[src/rtl/priv_ret_pkg.sv]
package priv_ret_pkg;
  typedef enum logic [2:0] {
    OP_NONE   = 3'd0,
    OP_DI     = 3'd1,
    OP_EI     = 3'd2,
    OP_ERET   = 3'd3,
    OP_ERETNC = 3'd4,
    OP_DERET  = 3'd5
  } priv_op_e;

  typedef enum logic [1:0] {
    MODE_KERN = 2'd0,
    MODE_SUPV = 2'd1,
    MODE_USER = 2'd2
  } priv_mode_e;

  localparam int ST_IE     = 0;
  localparam int ST_EXL    = 1;
  localparam int ST_ERL    = 2;
  localparam int ST_KSU_LO = 3;
  localparam int ST_KSU_HI = 4;

  localparam int NUM_CSR   = 4;
  localparam int SEL_STAT  = 0;
  localparam int SEL_EPC   = 1;
  localparam int SEL_ERR   = 2;
  localparam int SEL_DEPC  = 3;
endpackage

[src/rtl/priv_mode_calc.sv]
module priv_mode_calc
  import priv_ret_pkg::*;
#(
  parameter int XLEN = 32
) (
  input  logic [XLEN-1:0] status,
  output logic [1:0]      mode
);
  logic [1:0] ksu;

  always_comb begin
    ksu = status[ST_KSU_HI:ST_KSU_LO];
    if (status[ST_EXL] || status[ST_ERL]) begin
      mode = MODE_KERN;
    end else begin
      unique case (ksu)
        2'b00:   mode = MODE_KERN;
        2'b01:   mode = MODE_SUPV;
        default: mode = MODE_USER;
      endcase
    end
  end
endmodule

[src/rtl/priv_csr_bank.sv]
module priv_csr_bank
  import priv_ret_pkg::*;
#(
  parameter int XLEN = 32,
  localparam int SELW = $clog2(NUM_CSR)
) (
  input  logic            clk,
  input  logic            rst_n,
  input  logic            wr_en,
  input  logic [SELW-1:0] wr_sel,
  input  logic [XLEN-1:0] wr_data,
  input  logic            st_upd_en,
  input  logic [XLEN-1:0] st_upd,
  output logic [XLEN-1:0] eff [NUM_CSR],
  output logic [XLEN-1:0] cur [NUM_CSR]
);
  localparam logic [XLEN-1:0] ST_RESET = XLEN'(1) << ST_ERL;

  logic [XLEN-1:0] q_r [NUM_CSR];
  logic [XLEN-1:0] d_c [NUM_CSR];
  logic            en_c [NUM_CSR];

  for (genvar i = 0; i < NUM_CSR; i++) begin : g_csr
    logic hit;
    assign hit    = wr_en && (wr_sel == SELW'(i));
    assign eff[i] = hit ? wr_data : q_r[i];
    assign cur[i] = q_r[i];

    if (i == SEL_STAT) begin : g_stat
      always_comb begin
        en_c[i] = hit || st_upd_en;
        d_c[i]  = st_upd_en ? st_upd : wr_data;
      end
      always_ff @(posedge clk or negedge rst_n) begin
        if (!rst_n)       q_r[i] <= ST_RESET;
        else if (en_c[i]) q_r[i] <= d_c[i];
      end
    end else begin : g_addr
      always_comb begin
        en_c[i] = hit;
        d_c[i]  = wr_data;
      end
      always_ff @(posedge clk or negedge rst_n) begin
        if (!rst_n)       q_r[i] <= '0;
        else if (en_c[i]) q_r[i] <= d_c[i];
      end
    end
  end
endmodule

[src/rtl/priv_cmd_exec.sv]
module priv_cmd_exec
  import priv_ret_pkg::*;
#(
  parameter int XLEN = 32
) (
  input  logic            cmd_valid,
  input  logic [2:0]      cmd_op,
  input  logic [XLEN-1:0] st,
  input  logic [XLEN-1:0] epc,
  input  logic [XLEN-1:0] errpc,
  input  logic [XLEN-1:0] dpc,
  input  logic [1:0]      mode,
  input  logic            dbg,
  output logic            st_upd_en,
  output logic [XLEN-1:0] st_upd,
  output logic            res_v,
  output logic [XLEN-1:0] res,
  output logic            red_v,
  output logic [XLEN-1:0] red,
  output logic            ill,
  output logic            ll_inval,
  output logic            dbg_clr
);
  localparam logic [XLEN-1:0] M_IE  = XLEN'(1) << ST_IE;
  localparam logic [XLEN-1:0] M_EXL = XLEN'(1) << ST_EXL;
  localparam logic [XLEN-1:0] M_ERL = XLEN'(1) << ST_ERL;

  logic kern;

  always_comb begin
    kern      = (mode == MODE_KERN);
    st_upd_en = 1'b0;
    st_upd    = st;
    res_v     = 1'b0;
    res       = st;
    red_v     = 1'b0;
    red       = '0;
    ill       = 1'b0;
    ll_inval  = 1'b0;
    dbg_clr   = 1'b0;
    if (cmd_valid) begin
      case (cmd_op)
        OP_DI: begin
          res_v     = 1'b1;
          st_upd_en = 1'b1;
          st_upd    = st & ~M_IE;
        end
        OP_EI: begin
          res_v     = 1'b1;
          st_upd_en = 1'b1;
          st_upd    = st | M_IE;
        end
        OP_ERET, OP_ERETNC: begin
          if (!kern) begin
            ill = 1'b1;
          end else begin
            red_v     = 1'b1;
            st_upd_en = 1'b1;
            ll_inval  = (cmd_op == OP_ERET);
            if (st[ST_ERL]) begin
              red    = errpc;
              st_upd = st & ~M_ERL;
            end else begin
              red    = epc;
              st_upd = st & ~M_EXL;
            end
          end
        end
        OP_DERET: begin
          if (!dbg) begin
            ill = 1'b1;
          end else begin
            red_v   = 1'b1;
            red     = dpc;
            dbg_clr = 1'b1;
          end
        end
        default: ;
      endcase
    end
  end
endmodule

[src/rtl/priv_ret_unit.sv]
module priv_ret_unit
  import priv_ret_pkg::*;
#(
  parameter int XLEN = 32
) (
  input  logic            clk,
  input  logic            rst_n,
  input  logic            cmd_valid,
  input  logic [2:0]      cmd_op,
  input  logic            wr_en,
  input  logic [1:0]      wr_sel,
  input  logic [XLEN-1:0] wr_data,
  input  logic            ll_load,
  input  logic [XLEN-1:0] ll_load_addr,
  input  logic            dbg_enter,
  output logic            result_valid_o,
  output logic [XLEN-1:0] result_o,
  output logic            redirect_valid_o,
  output logic [XLEN-1:0] redirect_pc_o,
  output logic            illegal_o,
  output logic [XLEN-1:0] status_o,
  output logic [1:0]      mode_o,
  output logic            debug_mode_o,
  output logic [XLEN-1:0] ll_addr_o,
  output logic            ll_flag_o
);
  logic [XLEN-1:0] eff [NUM_CSR];
  logic [XLEN-1:0] cur [NUM_CSR];
  logic            st_upd_en, res_v, red_v, ill, ll_inval, dbg_clr;
  logic [XLEN-1:0] st_upd, res, red;
  logic [1:0]      eff_mode;

  logic            dbg_q, dbg_d;
  logic [XLEN-1:0] lla_q, lla_d;
  logic            llf_q, llf_d, ll_en;
  logic            resv_q, redv_q, ill_q;
  logic [XLEN-1:0] res_q, red_q;

  priv_csr_bank #(.XLEN(XLEN)) u_bank (
    .clk(clk), .rst_n(rst_n), .wr_en(wr_en), .wr_sel(wr_sel), .wr_data(wr_data),
    .st_upd_en(st_upd_en), .st_upd(st_upd), .eff(eff), .cur(cur)
  );

  priv_mode_calc #(.XLEN(XLEN)) u_mode_eff (.status(eff[SEL_STAT]), .mode(eff_mode));
  priv_mode_calc #(.XLEN(XLEN)) u_mode_out (.status(cur[SEL_STAT]), .mode(mode_o));

  priv_cmd_exec #(.XLEN(XLEN)) u_exec (
    .cmd_valid(cmd_valid), .cmd_op(cmd_op), .st(eff[SEL_STAT]), .epc(eff[SEL_EPC]),
    .errpc(eff[SEL_ERR]), .dpc(eff[SEL_DEPC]), .mode(eff_mode), .dbg(dbg_q),
    .st_upd_en(st_upd_en), .st_upd(st_upd), .res_v(res_v), .res(res),
    .red_v(red_v), .red(red), .ill(ill), .ll_inval(ll_inval), .dbg_clr(dbg_clr)
  );

  // next-state: link state and debug flag
  always_comb begin
    ll_en = ll_inval || ll_load;
    lla_d = ll_inval ? XLEN'(1) : ll_load_addr;
    llf_d = !ll_inval;
    dbg_d = dbg_enter ? 1'b1 : (dbg_clr ? 1'b0 : dbg_q);
  end

  always_ff @(posedge clk or negedge rst_n) begin
    if (!rst_n) begin
      lla_q <= '0;
      llf_q <= 1'b0;
    end else if (ll_en) begin
      lla_q <= lla_d;
      llf_q <= llf_d;
    end
  end

  always_ff @(posedge clk or negedge rst_n) begin
    if (!rst_n) dbg_q <= 1'b0;
    else        dbg_q <= dbg_d;
  end

  // response registers: pulses always loaded, data only when its pulse fires
  always_ff @(posedge clk or negedge rst_n) begin
    if (!rst_n) begin
      resv_q <= 1'b0;
      redv_q <= 1'b0;
      ill_q  <= 1'b0;
    end else begin
      resv_q <= res_v;
      redv_q <= red_v;
      ill_q  <= ill;
    end
  end

  always_ff @(posedge clk or negedge rst_n) begin
    if (!rst_n)     res_q <= '0;
    else if (res_v) res_q <= res;
  end

  always_ff @(posedge clk or negedge rst_n) begin
    if (!rst_n)     red_q <= '0;
    else if (red_v) red_q <= red;
  end

  assign result_valid_o   = resv_q;
  assign result_o         = res_q;
  assign redirect_valid_o = redv_q;
  assign redirect_pc_o    = red_q;
  assign illegal_o        = ill_q;
  assign status_o         = cur[SEL_STAT];
  assign debug_mode_o     = dbg_q;
  assign ll_addr_o        = lla_q;
  assign ll_flag_o        = llf_q;


  a_r2_di_clears_ie: assert property (@(posedge clk) disable iff (!rst_n)
    (cmd_valid && cmd_op == OP_DI) |=> (result_valid_o && !status_o[ST_IE]));

  a_r3_ei_sets_ie: assert property (@(posedge clk) disable iff (!rst_n)
    (cmd_valid && cmd_op == OP_EI) |=> (result_valid_o && status_o[ST_IE]));

  a_r4_err_return: assert property (@(posedge clk) disable iff (!rst_n)
    (cmd_valid && cmd_op == OP_ERET && !wr_en && status_o[ST_ERL])
      |=> (redirect_valid_o && !status_o[ST_ERL] && status_o[ST_EXL] == $past(status_o[ST_EXL])));

  a_r6_link_cleared: assert property (@(posedge clk) disable iff (!rst_n)
    (cmd_valid && cmd_op == OP_ERET) |=> (!redirect_valid_o || (!ll_flag_o && ll_addr_o == XLEN'(1))));

  a_r11_deret_outside_debug: assert property (@(posedge clk) disable iff (!rst_n)
    (cmd_valid && cmd_op == OP_DERET && !debug_mode_o) |=> (illegal_o && !redirect_valid_o));

  a_r14_one_pulse: assert property (@(posedge clk) disable iff (!rst_n)
    $onehot0({result_valid_o, redirect_valid_o, illegal_o}));
endmodule

[config.mk]
export PLATFORM = sky130hd
export DESIGN_NAME = priv_ret_unit
export DESIGN_NICKNAME = d
export VERILOG_FILES = /design/src/rtl/priv_ret_pkg.sv /design/src/rtl/priv_mode_calc.sv /design/src/rtl/priv_csr_bank.sv /design/src/rtl/priv_cmd_exec.sv /design/src/rtl/priv_ret_unit.sv
export SDC_FILE = /design/constraint.sdc
export NUM_CORES = 1
export LEC_CHECK = 0
export ABC_AREA = 1
export BUFFER_PORTS_ARGS = -buffer_cell sky130_fd_sc_hd__buf_2
export CORE_MARGIN = 5
export CORE_UTILIZATION = 40
export DETAILED_ROUTE_END_ITERATION = 12
export PLACE_DENSITY = 0.72
export SLEW_MARGIN = 20
export SYNTH_ARGS = -nofsm -noshare
export SYNTH_HDL_FRONTEND = slang
export SYNTH_SLANG_ARGS = --single-unit
[constraint.sdc]
create_clock -name clk -period 1.9 [get_ports clk]
set_input_delay 0.095 -clock clk [delete_from_list [all_inputs] [get_ports clk]]
set_output_delay 0.095 -clock clk [all_outputs]
set_load 0.03 [all_outputs]
==> metrics.cfg, run 1 <==
[clocking]
cts_sinks=229
path_clk_slew_ps=60
cts_setup_buffers=0
clock_latency_ps=530
cts_buffers=26
max-clock-path-buffers=3
htreeDepth=1
cts_tree=done
cts-root-buf=clkbuf_16

[setup_path]
cp-start-kind=input port
critical_path_buf_inv_count=4
crit_top_cell=dlygate4sd3_1
startpoint=cmd_valid
path_delay_family=buffers and inverters
crit_chain=dlygate4sd3_1 > clkbuf_4 > nand3_1 > dlygate4sd3_1 > nand2_1 > dlygate4sd3_1
cpMaxStageDelayCell=dlygate4sd3_1
cp-end-kind=flip-flop
crit_fanout=16
arrival_ps=2190
timing.rr.start=u_bank.cur[98]$_DFFE_PN1P_
critical_path_class=in -> reg
cp.required_ps=2310
critPathMaxStageDelay_ps=570

[yosys]
seq_area_frac_synth_pct=53.89
synth_seq_cells=229
syn-cell-area_um2=10640
syn_avg_cell_area_um2=7.730
synthMuxAreaShare_pct=0
synth_simple_gate_area_share_pct=29.58
yosysTopAreaCell=dfrtp_1
yosys-top-cells-area=dfrtp_1, nand2_1, inv_1, nand3_1, o21ai_0
synth_top_cell_area_share_pct=53.64
synth_top_family_by_area=simple AND/OR/NAND/NOR gates
syn_inst=1376
synth.net_count=1451
synth_adder_area_share_pct=0
synthXorXnorAreaFrac_pct=0
ys_warn_count=0
synth_cell_types=26
synth_compound_area_share_pct=3.411

[grt]
gr-total-overflow=0
grt_pass1_wl_um=51140
grt_antenna_before_repair=3
grt_max_degree=65
grtUsageTotal_pct=20.54
grt_pass1_vias=9568

[outcome]
status=complete, no violations

[floorplan]
pin_count=210
rows=59
core_um2=26130
start_util_pct=40.70
die_h_um=173.1
die_area_um2=29950
die_w_um=173.1

[sta]
fin_crit_ps=1786
finalSetupViolCount=0
skew_ps=22.20
setup_slack_ps=113.9
fmax_mhz=559.9
worst_slew_pin_slew_ps=492.6
slew_headroom_pct=67.04
tns_ps=0
finalHoldViolations=0
rsz0062_at_grt=no
min_period_over_period_pct=94.01
drv_slew=0

[power]
p_leak_nw=7.914
seq_power_share_pct=37.7
p_sw_share_pct=33.54
p_comb_share_pct=26.2
p_int_w=0.01100
p_per_area_nw_per_um2=1212
ir_drop_v=0.0006014
switchingPower_w=0.005552
clkPwrFrac_pct=36.1

[route]
post_drt_wl_per_cell_um=15.73
vias=9439
final_antenna_net_count=0
drt_pre_antenna_iters=7
vias_per_cell=4.782
remaining_drc_errors=0
wl_um=31050
drt_iter0_drc=804

[placed_design]
io_buffer_count=209
dpl.hpwl_um=20210
place.gp.congestion=0.8200
dpl_worst_slack_ps=141.5

[finish]
post-route-util_pct=52.26
final_nets=1691
area_delta_synth_final_pct=28.38
n_fill_cell=2418
multi_input_area_um2=3543
drive_gt1_share_pct=18.64
regArea_um2=5732

[hold_path]
min-delay-start=ll_load
min_path_type=in -> reg

[flow_run]
drv_cap=0

==> layout make-up <==
type	count	share of cell area, %
Clock inverter	18	2.419
Sequential cell	229	41.97
Tap cell	335	3.069
Timing Repair Buffer	313	15.78
Inverter	203	5.580
Multi-Input combinational cell	843	25.95
Antenna cell	3	0.05498
Clock buffer	30	5.177
==> power by group through the flow <==
| stage | registers (W) | clock network [W] | logic (W) |
|---|---|---|---|
| final | 0.00625 | 0.00598 | 0.00433 |
| after global routing | 0.00635 | 0.00629 | 0.00478 |
| after CTS | 0.00624 | 0.00608 | 0.00435 |
| after detailed placement | 0.00631 | 0 | 0.00421 |
| after global placement | 0.00630 | 0 | 0.00413 |
| after floorplan | 0.00721 | 0 | 0.00201 |
==> synth_stat cells <==
| cell type | count |
|---|---|
| buf_1 | 4 |
| o21bai_1 | 1 |
| nor2_1 | 7 |
| nand3_1 | 136 |
| o21ai_0 | 65 |
| nand2_2 | 1 |
| o21ai_1 | 1 |
| nand2_8 | 1 |
| o21a_1 | 1 |
| or2_2 | 1 |
| nor2_2 | 2 |
| dfstp_2 | 1 |
| clkinv_1 | 1 |
| dfrtp_1 | 228 |
| nand2_1 | 616 |
| a22oi_1 | 1 |
| nor2_4 | 2 |
| clkbuf_1 | 26 |
| a21oi_1 | 2 |
| buf_6 | 10 |
| nand2_4 | 4 |
| inv_1 | 202 |
| buf_2 | 20 |
| nand3_2 | 1 |
| buf_4 | 41 |
| nor3_1 | 1 |
==> path summary, 6_finish.rpt <==
check,end,slack [ps],depth (start not counted)
worst max-delay path,u_bank.cur[96]$_DFFE_PN0P_,110,6
worst min-delay path,ll_addr_o[27]$_DFFE_PN0P_,30,3
worst max register to register,ll_addr_o[5]$_DFFE_PN0P_,160,7
worst min register to register,result_o[29]$_DFFE_PN0P_,470,2
max in group asynchronous,result_o[16]$_DFFE_PN0P_,1170,3
min in group asynchronous,result_o[2]$_DFFE_PN0P_,70,2
==> cells in the final DEF (no fill, tap or decap), drive strengths merged, types with 3 or more instances in the layout <==
master	count
nand2	622
buf	241
dfrtp	228
inv	203
nand3	137
dlygate4sd3	71
o21ai	66
clkbuf	31
nor2	11
bufinv	9
clkinv	7
diode	3
==> layer usage <==
layer | global-route usage, % | routed length [um] | part of all wire (%)
met4 | 7.250 | 1067 | 3.4
met2 | 36.29 | 15480 | 50
met3 | 2.795 | 1615 | 5.2
met5 | 0 | 0 | 0
met1 | 25.90 | 12880 | 41
==> per-stage QoR <==
step                total power [W]  hold slack (ps)  instances  instance area [um^2]
floorplan                  0.009223           -200.6       1376                 10640
global placement            0.01044            35.43       1852                 11900
detailed placement          0.01052            34.43       1852                 11900
CTS                         0.01667            14.92       1971                 13650
global route                0.01742            26.63       1974                 13660
finish                      0.01655            28.45       1974                 13660
==> what timing repair did <==
action,4_1_cts,5_1_grt
hold endpoints to repair,378,0
hold buffers,71,0
setup endpoints to repair,0,1
resized for setup,0,1
==> cells by family (layout without fill, tap and decap cells) <==
logic type	count (synthesis)	in the layout
AND/OR/NAND/NOR	772	772
other	0	3
AO/OA/AOI/OAI	71	71
flip-flops	229	229
buffers and inverters	304	564
==> state kept, by name (all words and copies together) (netlist names) <==
signal,flops
u_bank.cur,128
ll_addr_o,32
redirect_pc_o,32
result_o,32
debug_mode_o,1
illegal_o,1
ll_flag_o,1
redirect_valid_o,1
result_valid_o,1
==> tightest hold or removal path: cells and delay by family <==
family / cells / cell delay [ps]
AND/OR/NAND/NOR: 2 / 180
buffers and inverters: 1 / 230
Note: power is estimated with default switching activity, not from simulation.
==> run 2: changes to the inputs <==
- CORE_ASPECT_RATIO: unset -> 0.6
- SYNTH_HIERARCHICAL: unset -> 1
==> metrics.cfg, run 2 <==
[placed_design]
dpl_worst_slack_ps=-209.9  ; was 141.5 ps
io_buffer_count=209  ; unchanged
dpl.hpwl_um=22170  ; was 20210 um
place.gp.congestion=0.8317  ; was 0.8200

[finish]
area_delta_synth_final_pct=27.24  ; was 28.38%
final_nets=1668  ; was 1691
largest_reg_flops=128  ; unchanged
drive_gt1_share_pct=24.43  ; was 18.64%
final_common_cell=nand2_1  ; unchanged
layout_common_cells=nand2_1, dfrtp_1, buf_2  ; unchanged

[grt]
grt_pass1_vias=9747  ; was 9568
grt_max_degree=66  ; was 65
grtUsageTotal_pct=20.85  ; was 20.54%
gr-total-overflow=0  ; unchanged
grt_pass1_wl_um=53230  ; was 51140 um
grt_antenna_before_repair=3  ; unchanged

[sta]
fmax_mhz=502.6  ; was 559.9 MHz
rsz0062_at_grt=yes  ; was no
fin_crit_ps=1989  ; was 1786 ps
tns_ps=-3538  ; was 0 ps
slew_headroom_pct=58.46  ; was 67.04%
finalSetupViolCount=95  ; was 0
worst_slew_pin_slew_ps=623.2  ; was 492.6 ps
finalHoldViolations=0  ; unchanged
setup_slack_ps=-89.47  ; was 113.9 ps
drv_slew=0  ; unchanged
min_period_over_period_pct=104.7  ; was 94.01%
skew_ps=16.62  ; was 22.20 ps

[clocking]
cts_sinks=229  ; unchanged
path_clk_slew_ps=70  ; was 60 ps
clock_latency_ps=530  ; about the same
htreeDepth=1  ; unchanged
cts-root-buf=clkbuf_16  ; unchanged
max-clock-path-buffers=3  ; unchanged
cts_tree=done  ; unchanged
cts_buffers=23  ; was 26

[power]
p_comb_share_pct=31.0  ; was 26.2%
clkPwrFrac_pct=29.8  ; was 36.1%
switchingPower_w=0.005715  ; was 0.005552 W
p_int_w=0.01014  ; was 0.01100 W
ir_drop_v=0.0005656  ; was 0.0006014 V
p_per_area_nw_per_um2=1126  ; was 1212 nW/um^2
seq_power_share_pct=39.2  ; was 37.7%
power_w=0.01585  ; was 0.01655 W
p_sw_share_pct=36.05  ; was 33.54%
p_leak_nw=6.995  ; was 7.914 nW

[yosys]
synth_edf_count=0  ; unchanged
seq_area_frac_synth_pct=51.80  ; was 53.89%
synth_top_cell_area_share_pct=51.57  ; was 53.64%
syn-cell-area_um2=11060  ; was 10640 um^2
yosys-top-cells-area=dfrtp_1, nand2_1, o21ai_0, buf_4, nand3_1  ; was dfrtp_1, nand2_1, inv_1, nand3_1, o21ai_0
syn_avg_cell_area_um2=8.076  ; was 7.730 um^2
yosysMostFrequentCell=nand2_1  ; unchanged
syn_inst=1370  ; was 1376
synth_seq_cells=229  ; unchanged
async_flop_share_pct=100.0  ; unchanged
synthTopCellsByCount=nand2_1, dfrtp_1, o21ai_0, inv_1, nand3_1  ; was nand2_1, dfrtp_1, inv_1, nand3_1, o21ai_0
synth.net_count=1445  ; was 1451
ys_warn_count=6  ; was 0
ys.flop_type=dfrtp_1  ; unchanged
yosysTopAreaCell=dfrtp_1  ; unchanged
synth_cell_types=25  ; was 26

[floorplan]
die_h_um=138.8  ; was 173.1 um
core_um2=27400  ; was 26130 um^2
start_util_pct=40.38  ; was 40.70%
die_area_um2=31200  ; was 29950 um^2
pin_count=210  ; unchanged
die_w_um=224.7  ; was 173.1 um
rows=47  ; was 59

[route]
vias=9986  ; was 9439
drt_iter0_drc=1101  ; was 804
drt_pre_antenna_iters=6  ; was 7
remaining_drc_errors=0  ; unchanged
post_drt_wl_per_cell_um=17.20  ; was 15.73 um
final_antenna_net_count=0  ; unchanged
wl_um=34030  ; was 31050 um
vias_per_cell=5.046  ; was 4.782

[setup_path]
critical_path_class=reg -> reg  ; was in -> reg
cp.required_ps=2360  ; was 2310 ps
arrival_ps=2450  ; was 2190 ps
cp-start-kind=flip-flop  ; was input port
cp-end-kind=flip-flop  ; unchanged
crit_fanout=4  ; was 16

[hold_path]
min_path_type=in -> reg  ; unchanged

[outcome]
status=complete, but fails checks  ; was complete, no violations
violations=negative setup slack

[flow_run]
drv_cap=0  ; unchanged

-- run 2: power by group through the flow --
stage               Combinational (W)  Clock (W)  Sequential, W
floorplan                     0.00234          0        0.00733
global placement              0.00455          0        0.00626
detailed placement            0.00464          0        0.00629
CTS                           0.00484    0.00484        0.00622
global route                  0.00537    0.00506        0.00632
finish                        0.00491    0.00473        0.00621
-- run 2: worst max-delay path, cell delays in order, from the launching register on --
cell and delay, ps:
dfstp_2 560, nand2_2 70, o21ai_4 60, inv_2 40, nand2_2 50, nor2_1 40, inv_1 70, nand2_2 80
nand3b_1 210, o21ai_4 130, buf_8 180, clkbuf_16 170, nand2_1 50, o21ai_1 70, nand2_1 60, nand2_1 60
-- run 2: repair_timing --
| item | 4_1_cts | 5_1_grt |
|---|---|---|
| pin swaps | 1 | 11 |
| buffers inserted | 4 | 2 |
| hold buffers | 56 | 0 |
| setup endpoints to repair | 96 | 97 |
| gates resized for setup | 35 | 18 |
| gates cloned | 2 | 6 |
| endpoints found under the hold margin | 259 | 0 |
-- run 2: final timing paths --
path | end | slack (ps) | from | cells after the start
worst max register to register | u_bank/cur[126]$_DFFE_PN0P_ | -90 | u_bank/cur[98]$_DFFE_PN1P_ | 15
worst max-delay path | u_bank/cur[126]$_DFFE_PN0P_ | -90 | u_bank/cur[98]$_DFFE_PN1P_ | 15
min in group asynchronous | result_o[17]$_DFFE_PN0P_ | 100 | rst_n | 2
worst min register to register | ll_addr_o[8]$_DFFE_PN0P_ | 470 | ll_addr_o[8]$_DFFE_PN0P_ | 2
max in group asynchronous | u_bank/cur[93]$_DFF_PN0_ | 1090 | rst_n | 3
worst min-delay path | u_bank/cur[76]$_DFF_PN0_ | 20 | wr_data[12] | 3
-- run 2: through the flow --
stage                     util (%)  cell area, um^2  cells  hold WS (ps)
final                        51.37            14080   1979         22.38
after global routing         51.37            14080   1979         25.85
after CTS                    50.73            13900   1969         2.884
after detailed placement     45.39            12440   1867         83.58
after global placement       45.39            12440   1867         82.03
after floorplan                  -            11190   1370        -200.6
-- run 2: logic make-up after synthesis --
kind of cell	Yosys count	synth area share, %
buffers and inverters	266	13.04
flip-flops	229	51.80
AO/OA/AOI/OAI	295	13.84
AND/OR/NAND/NOR	580	21.32
-- run 2: final cells by class --
cell class / count / area [um^2]
flip-flops and latches: 229 / 5733
clock buffers: 28 / 624.3
fillers: 2573 / 13330
inverters: 116 / 444.2
multi-input cells: 875 / 4029
repair buffers: 348 / 2633
well taps: 367 / 459.2
diodes: 3 / 7.507
clock inverters: 13 / 148.9
-- run 2: routing by layer --
layer	global-route usage, %	up-vias	wire length, um
met5	0	-	0
met4	6.084	0	814
met3	4.739	64	2971
met2	31.09	417	14850
met1	30.56	4751	15400
li1	-	4754	-
==> run 3: changes to the inputs <==
- CORE_UTILIZATION: 40 -> 30
- PLACE_DENSITY: 0.72 -> unset
==> metrics.cfg, run 3 (synthesized netlist as in run 2, its figures left out) <==
[route]
post_drt_wl_per_cell_um=17.47  ; was 17.20 um
wl_um=36900  ; was 34030 um
vias_per_cell=4.798  ; was 5.046
drt_iter0_drc=1013  ; was 1101
remaining_drc_errors=0  ; unchanged
final_antenna_net_count=0  ; unchanged
drt_pre_antenna_iters=5  ; was 6
vias=10130  ; was 9986

[sta]
fmax_mhz=487.1  ; was 502.6 MHz
drv_slew=0  ; unchanged
setup_slack_ps=-153.1  ; was -89.47 ps
slew_headroom_pct=55.51  ; was 58.46%
fin_crit_ps=2053  ; was 1989 ps
whs_ps=27.43  ; was 22.38 ps
finalSetupViolCount=85  ; was 95
worst_slew_pin_slew_ps=667.4  ; was 623.2 ps
min_period_over_period_pct=108.1  ; was 104.7%
skew_ps=14.09  ; was 16.62 ps
rsz0062_at_grt=yes  ; unchanged
finalHoldViolations=0  ; unchanged

[clocking]
path_clk_slew_ps=70  ; about the same
cts_sinks=229  ; unchanged
cts-root-buf=clkbuf_16  ; unchanged
max-clock-path-buffers=3  ; unchanged
cts_tree=done  ; unchanged
htreeDepth=1  ; unchanged
cts_buffers=25  ; was 23
clock_latency_ps=550  ; was 530 ps

[setup_path]
cp-start-kind=flip-flop  ; unchanged
arrival_ps=2500  ; was 2450 ps
crit_fanout=4  ; unchanged
cp.required_ps=2340  ; was 2360 ps
cp-end-kind=flip-flop  ; unchanged
critical_path_class=reg -> reg  ; unchanged

[floorplan]
core_um2=36350  ; was 27400 um^2
pin_count=210  ; unchanged
die_area_um2=40950  ; was 31200 um^2
rows=54  ; was 47
die_h_um=158.8  ; was 138.8 um
die_w_um=257.9  ; was 224.7 um
start_util_pct=30.44  ; was 40.38%

[grt]
grt_pass1_vias=9678  ; was 9747
grt_pass1_wl_um=55560  ; was 53230 um
gr-total-overflow=0  ; unchanged
grt_antenna_before_repair=1  ; was 3
grtUsageTotal_pct=16.57  ; was 20.85%
grt_max_degree=65  ; was 66

[flow_run]
drv_cap=0  ; unchanged

[placed_design]
dpl_worst_slack_ps=-303.0  ; was -209.9 ps
place.gp.congestion=0.8456  ; was 0.8317
dpl.hpwl_um=22870  ; was 22170 um
place_inst=1972  ; was 1867
io_buffer_count=209  ; unchanged

[finish]
largest_reg_flops=128  ; unchanged
drive_gt1_share_pct=28.07  ; was 24.43%
final_nets=1691  ; was 1668
final_cells=2112  ; was 1979
layout_common_cells=nand2_1, dfrtp_1, buf_2  ; unchanged
area_delta_synth_final_pct=33.71  ; was 27.24%
final_common_cell=nand2_1  ; unchanged

[hold_path]
min_path_type=in -> reg  ; unchanged

[power]
p_per_area_nw_per_um2=1113  ; was 1126 nW/um^2
p_leak_nw=7.258  ; was 6.995 nW
ir_drop_v=0.0006376  ; was 0.0005656 V

[outcome]
status=complete, but fails checks  ; unchanged
violations=negative setup slack  ; unchanged

[run 3: cell count changes in the layout (fill, tap and decap cells not counted), sizes merged]
cell         before  now
clkbuf           32   42
dlygate4sd3      56   61
clkinv            8   11
buf             288  298
clkinvlp          2    0
bufinv            3    2
inv             116  117
diode             3    1
[run 3: critical path, cell delays in order (launching register included)]
cell	delay, ps
dfstp_2	540
nand2_2	60
o21ai_4	60
inv_1	50
nand2_1	70
nor2_1	40
inv_1	60
nand2_2	60
nand3b_1	170
buf_4	150
o21ai_4	90
buf_12	170
buf_12	110
clkbuf_16	140
o21ai_1	70
nand2_1	70
nand2_1	40
[run 3: stage by stage]
stage               setup TNS, ps  power, W  utilization (%)  area [um^2]
floorplan                   -4238  0.009674                -        11190
CTS                         -3974   0.01627            39.09        14210
detailed placement         -14560   0.01088            34.34        12480
global placement           -13170   0.01079            34.34        12480
finish                      -4826   0.01646            40.70        14790
global route               -15310   0.01736            40.70        14790
[run 3: timing repair]
item                       in CTS  in global routing
cloned                          4                 11
hold endpoints to repair      323                  5
setup buffers                   8                 11
gates resized for setup        49                 97
pin swaps                       7                 25
hold buffers                   60                  1
setup endpoints to repair      68                 96
[run 3: final timing paths]
check | from | slack, ps | cells after the start | endpoint
max | u_bank/cur[98]$_DFFE_PN1P_ | -150 | 16 | u_bank/cur[125]$_DFFE_PN0P_
max reg2reg | u_bank/cur[98]$_DFFE_PN1P_ | -150 | 16 | u_bank/cur[125]$_DFFE_PN0P_
min | wr_sel[0] | 30 | 5 | u_bank/cur[99]$_DFFE_PN0P_
max in group asynchronous | rst_n | 1120 | 3 | result_o[20]$_DFFE_PN0P_
min in group asynchronous | rst_n | 110 | 2 | result_o[17]$_DFFE_PN0P_
min reg2reg | ll_addr_o[2]$_DFFE_PN0P_ | 470 | 2 | ll_addr_o[2]$_DFFE_PN0P_
[run 3: cell type report]
class | instances | area (um^2)
inverters | 116 | 441.7
well taps | 476 | 595.6
diodes | 1 | 2.502
clock buffers | 32 | 701.9
fillers | 3675 | 21560
multi-input cells | 875 | 4213
clock inverters | 14 | 127.6
repair buffers | 369 | 2979
flip-flops and latches | 229 | 5733
[run 3: where the power goes]
part | total, W | switching (W) | internal [W]
Sequential | 0.00621 | 0.000451 | 0.00575
Clock | 0.00502 | 0.00214 | 0.00289
Combinational | 0.00524 | 0.00342 | 0.00182
Total | 0.0165 | 0.00600 | 0.0105
[run 3: per-layer routing]
| metal | GRT usage [%] | wire [um] | vias to the layer above |
|---|---|---|---|
| met4 | 3.177 | 605 | 0 |
| met3 | 3.095 | 2513 | 50 |
| met5 | 0 | 0 | - |
| li1 | - | - | 4801 |
| met1 | 24.23 | 17500 | 4929 |
| met2 | 25.93 | 16280 | 354 |
